===== src/rtl/rename_unit.sv =====
module rename_unit #(
  parameter int NUM_ARCH   = 8,
  parameter int NUM_PHYS   = 16,
  parameter int HIST_DEPTH = 16
) (
  input  logic                        clk,
  input  logic                        rst_n,
  input  logic                        in_valid,
  input  logic                        in_has_dst,
  input  logic [$clog2(NUM_ARCH)-1:0] in_dst,
  input  logic [$clog2(NUM_ARCH)-1:0] in_src1,
  input  logic [$clog2(NUM_ARCH)-1:0] in_src2,
  output logic                        in_ready,
  input  logic                        commit_valid,
  input  logic                        flush_valid,
  output logic                        out_valid,
  output logic                        out_has_dst,
  output logic [$clog2(NUM_PHYS)-1:0] out_src1_p,
  output logic [$clog2(NUM_PHYS)-1:0] out_src2_p,
  output logic [$clog2(NUM_PHYS)-1:0] out_dst_p,
  output logic [$clog2(NUM_PHYS)-1:0] out_old_p
);
  localparam int AW = $clog2(NUM_ARCH);
  localparam int PW = $clog2(NUM_PHYS);
  localparam int HW = $clog2(HIST_DEPTH);
  localparam int CW = HW + 1;

  logic [PW-1:0]       rat [NUM_ARCH];
  logic [NUM_PHYS-1:0] free_map;

  logic          h_dst  [HIST_DEPTH];
  logic [AW-1:0] h_arch [HIST_DEPTH];
  logic [PW-1:0] h_new  [HIST_DEPTH];
  logic [PW-1:0] h_old  [HIST_DEPTH];
  logic [HW-1:0] head, tail;
  logic [CW-1:0] cnt;
  logic          flushing;

  logic [PW-1:0] pick;
  logic          have_free;

  always_comb begin
    pick = '0;
    for (int i = NUM_PHYS - 1; i >= 0; i--)
      if (free_map[i]) pick = PW'(i);
  end

  assign have_free = |free_map;

  logic          hist_full, accept, alloc, do_commit, walk;
  logic [HW-1:0] ytail;

  assign hist_full = (cnt == CW'(HIST_DEPTH));
  assign in_ready  = !flushing && !flush_valid && !hist_full && (!in_has_dst || have_free);
  assign accept    = in_valid && in_ready;
  assign alloc     = accept && in_has_dst;
  assign do_commit = commit_valid && !flushing && !flush_valid && (cnt != '0);
  assign walk      = flushing && (cnt != '0);
  assign ytail     = tail - 1'b1;

  always_ff @(posedge clk) begin
    if (!rst_n) begin
      for (int i = 0; i < NUM_ARCH; i++) rat[i] <= PW'(i);
    end else if (alloc) begin
      rat[in_dst] <= pick;
    end else if (walk && h_dst[ytail]) begin
      rat[h_arch[ytail]] <= h_old[ytail];
    end
  end

  always_ff @(posedge clk) begin
    if (!rst_n) begin
      for (int i = 0; i < NUM_PHYS; i++) free_map[i] <= (i >= NUM_ARCH);
    end else begin
      if (alloc) free_map[pick] <= 1'b0;
      if (do_commit && h_dst[head]) free_map[h_old[head]] <= 1'b1;
      if (walk && h_dst[ytail]) free_map[h_new[ytail]] <= 1'b1;
    end
  end

  always_ff @(posedge clk) begin
    if (accept) begin
      h_dst[tail]  <= in_has_dst;
      h_arch[tail] <= in_dst;
      h_new[tail]  <= pick;
      h_old[tail]  <= rat[in_dst];
    end
  end

  always_ff @(posedge clk) begin
    if (!rst_n) begin
      head     <= '0;
      tail     <= '0;
      cnt      <= '0;
      flushing <= 1'b0;
    end else begin
      if (accept) tail <= tail + 1'b1;
      else if (walk) tail <= ytail;
      if (do_commit) head <= head + 1'b1;
      cnt <= cnt + CW'(accept) - CW'(do_commit) - CW'(walk);
      if (flush_valid) flushing <= 1'b1;
      else if (flushing && cnt == '0) flushing <= 1'b0;
    end
  end

  always_ff @(posedge clk) begin
    if (!rst_n) begin
      out_valid   <= 1'b0;
      out_has_dst <= 1'b0;
      out_src1_p  <= '0;
      out_src2_p  <= '0;
      out_dst_p   <= '0;
      out_old_p   <= '0;
    end else begin
      out_valid   <= accept;
      out_has_dst <= alloc;
      out_src1_p  <= rat[in_src1];
      out_src2_p  <= rat[in_src2];
      out_dst_p   <= alloc ? pick : '0;
      out_old_p   <= alloc ? rat[in_dst] : '0;
    end
  end

  // a freshly granted tag is no longer in the free set
  a_r3_dst_taken: assert property (@(posedge clk) disable iff (!rst_n)
    out_valid && out_has_dst |-> !free_map[out_dst_p]);

  // output only follows an accepted request
  a_r5_out_follows_in: assert property (@(posedge clk) disable iff (!rst_n)
    out_valid |-> $past(in_valid));

  // no grant of a destination while the free set is empty
  a_r6_empty_stall: assert property (@(posedge clk) disable iff (!rst_n)
    (free_map == '0) && in_has_dst |-> !in_ready);

  // the walk blocks new instructions
  a_r8_flush_blocks: assert property (@(posedge clk) disable iff (!rst_n)
    flushing |-> !in_ready);

  // after the walk the history is empty
  a_r8_walk_empties: assert property (@(posedge clk) disable iff (!rst_n)
    $fell(flushing) |-> cnt == '0);

  // history occupancy never exceeds its depth
  a_r10_no_overflow: assert property (@(posedge clk) disable iff (!rst_n)
    cnt <= CW'(HIST_DEPTH));
endmodule


===== config.mk =====
export PLATFORM = sky130hd
export DESIGN_NAME = rename_unit
export DESIGN_NICKNAME = d
export VERILOG_FILES = /design/src/rtl/rename_unit.sv
export SDC_FILE = /design/constraint.sdc
export NUM_CORES = 1
export LEC_CHECK = 0
export CAP_MARGIN = 20
export CORE_MARGIN = 3
export CORE_UTILIZATION = 40
export DETAILED_ROUTE_END_ITERATION = 16
export PLACE_DENSITY = 0.53
export SYNTH_ARGS = -nofsm -noshare
export SYNTH_HDL_FRONTEND = slang
export SYNTH_SLANG_ARGS = --single-unit

===== constraint.sdc =====
create_clock -name clk -period 9 [get_ports clk]
set_input_delay 1.8 -clock clk [delete_from_list [all_inputs] [get_ports clk]]
set_output_delay 1.8 -clock clk [all_outputs]
set_load 0.01 [all_outputs]

==> flow_summary.ini <==
[logic_synthesis]
synth_area_mm2 = 0.01305
synth_async_sr_flop_share_pct = 0
ys_seq_area_share_pct = 59.54
synth_ff_type = edfxtp_1
synth_fp_nets = 866
netlist-cell-type-count = 84
yosysWarningCount = 0
syn_avg_cell_area_um2 = 15.59
synth_edf_count = 224
synth-seq-cells = 276
synth_cells = 837

[floorplan]
dieArea_mm2 = 0.03482
initial_core_util_pct = 40.92
fp-row-count = 65
ioPinCount = 34
die_width_um = 186.6
die_h_um = 186.6
core_mm2 = 0.03188

[drt]
antenna_left = 0
wirelength_mm = 32.77
avgRoutedWirePerCell_um = 24.45
via_count = 7747
drc = 0
drtIter0Drc = 650
via_per_inst = 5.781
dr.pass1.iters = 5

[critical_path]
cp_max_fo = 21
required_ns = 7.20
crit_slowest_cell = clkdlybuf4s50_1
path_common_cell = clkdlybuf4s50_1
crit_arrival_ns = 3.56
setup.worst_path.class = in2out
cp-end-kind = output pin
crit_chain = clkdlybuf4s50_1 > a21oi_1 > clkdlybuf4s50_1
startpoint_type = input pin
crit_path_max_incr_delay_ns = 0.86

[finish]
regArea_mm2 = 0.007772
antenna_cells = 0
finalCoreUtilization_pct = 46.68
finalNetCount = 912
fill_cells = 2746
multi_input_area_mm2 = 0.004941
drive_above_1_share_pct = 22.10
syn_to_final_growth_pct = 14.09

[global_route]
grt-ovfl-total = 0
grt_pass1_vias = 7845
grt_util_all_layers_pct = 18.62
antenna_found_initial = 0
grt_pass1_wl_mm = 49.57
grt_max_degree = 57

[timing]
maxSlewViolCount = 0
fin_crit_ns = 5.364
finClkSkew_ns = 0.01884
fin_crit_sh_pct = 59.60
worst_slew_pin_slew_ns = 0.9355
rsz0062_at_grt = no
setup_viol = 0
maxClockFrequency_mhz = 186.4
tns_ns = 0
hold_viol_final = 0
relSlewSlack_pct = 37.57

[pwr]
power.total_mw = 4.082
vdd_ir_drop_max_uv = 168.2
power.density_mw_per_mm2 = 274.3
leakage_nw = 4.765

[clock_tree]
post_cts_resized = 0
post_cts_buffers = 0
cts_buffers = 30
cts_num_sinks = 276
htree_levels = 1
cts-root-buf = clkbuf_16
cts_tree = built
clockBufferDepth = 3
ctsHoldBuffers = 0
path_clk_slew_ns = 0.06
insertion_delay_ns = 0.57

[placed_design]
portBuffers = 33
place.gp.congestion = 0.8748
dp_hpwl_mm = 23.19

[run]
max-cap-violations = 0

[hold_path]
hold_class = reg2reg

[status]
status = completed
==> path summary, 6_finish.rpt <==
kind / startpoint / depth (start not counted) / slack, ns / to
min: head[1] / 2 / 0.55 / flop
max reg2reg: tail[1] / 9 / 4.50 / rat[4][2]
max: in_has_dst / 3 / 3.64 / in_ready
min reg2reg: head[1] / 2 / 0.55 / flop
==> layout by cell type, fill, tap and decap left out, types with 5 or more instances in the layout <==
cell             Yosys  final
nand3_1             24     24
mux4_1              11     11
nor2_1              39     39
o31ai_1              5      5
clkinv_1             0      6
mux2_2               8      8
ha_1                12     11
nor4_1               6      6
nor3_1              27     23
buf_4                9     13
and3_1               6      6
nand2_1             58     58
o21ai_0             15     15
nor2b_1             15     15
clkdlybuf4s50_1      0     31
a21oi_1             11     11
and2_1              17     17
dfxtp_1             52     50
nand4_1             10     10
nand2b_1             6      6
clkbuf_1            19      7
mux2i_1             20     20
or3_1                6      6
clkbuf_16            0     31
o21ai_1              6      6
mux4_2              86     86
inv_1               24     24
a211oi_1             7      6
xnor2_1              6      5
buf_6                4     13
edfxtp_1           224    224
o211ai_1            11     11
==> cells by family (layout without fill, tap and decap cells) <==
| group | count (synthesis) | in the layout | synth area share [%] |
|---|---|---|---|
| adders and majority gates | 14 | 14 | 1.458 |
| xor gates and xnor gates | 8 | 8 | 0.5947 |
| buffers and inverters | 69 | 137 | 2.849 |
| muxes | 126 | 126 | 19.39 |
| and+or+nand+nor | 240 | 240 | 9.764 |
| AOI/OAI and AO/OA | 104 | 104 | 6.398 |
| DFF | 276 | 276 | 59.54 |
==> state kept, by name, indices dropped and copies added, names as in the netlist, 5 cells and up, named ones only <==
| signal | count |
|---|---|
| h_old | 64 |
| cnt | 5 |
| h_new | 64 |
| free_map | 16 |
| rat | 32 |
| h_arch | 48 |
| h_dst | 16 |
==> metrics by stage <==
step / hold WS, ns / setup slack, ns / cells / instance area, µm²
floorplan: 0.4804 / 4.887 / 837 / 13050
global placement: 0.5190 / 3.725 / 1272 / 13760
detailed placement: 0.5437 / 3.660 / 1286 / 13910
CTS: 0.5551 / 3.653 / 1340 / 14880
global route: 0.5860 / 3.553 / 1340 / 14880
finish: 0.5477 / 3.636 / 1340 / 14880
==> Yosys cell counts, types with 8 or more instances <==
| cell type | n | area (µm²) |
|---|---|---|
| nand3_1 | 24 | 120.1 |
| o211ai_1 | 11 | 82.58 |
| nor3_1 | 27 | 135.1 |
| buf_4 | 9 | 67.56 |
| and2_1 | 17 | 106.4 |
| mux2i_1 | 20 | 200.2 |
| buf_2 | 9 | 45.04 |
| dfxtp_1 | 52 | 1041 |
| o21ai_0 | 15 | 75.07 |
| nand4_1 | 10 | 62.56 |
| mux2_2 | 8 | 90.09 |
| ha_1 | 12 | 150.1 |
| nor2_1 | 39 | 146.4 |
| inv_1 | 24 | 90.09 |
| edfxtp_1 | 224 | 6726 |
| a21oi_1 | 11 | 55.05 |
| mux4_2 | 86 | 1937 |
| mux4_1 | 11 | 289.0 |
| nand2_1 | 58 | 217.7 |
| nor2b_1 | 15 | 93.84 |
| clkbuf_1 | 19 | 71.32 |
==> worst max-delay path, delay by kind of cell <==
kind | cells | cell delay [ns]
compound gates | 1 | 0.33
buf+inv | 2 | 1.43
==> where the power goes <==
part           switching [mW]  internal, mW  leakage, nW  total (mW)
combinational           0.792         0.515         1.84        1.31
clock                   0.490         0.708        0.475        1.20
sequential             0.0802          1.50         2.45        1.58
==> cell type report <==
type,count,share of cell area (%)
Inverter,24,0.6053
Clock buffer,42,5.658
Tap cell,435,3.657
Sequential cell,276,52.22
Timing Repair Buffer,59,3.792
Clock inverter,12,0.8659
Multi-Input combinational cell,492,33.20
==> per-layer routing <==
layer,part of all wire [%],GRT usage [%]
met1,44,25.87
met2,48,30.55
met3,5.5,3.269
met4,2.6,5.089
met5,0,0
Power figures use the tool's default switching activity.
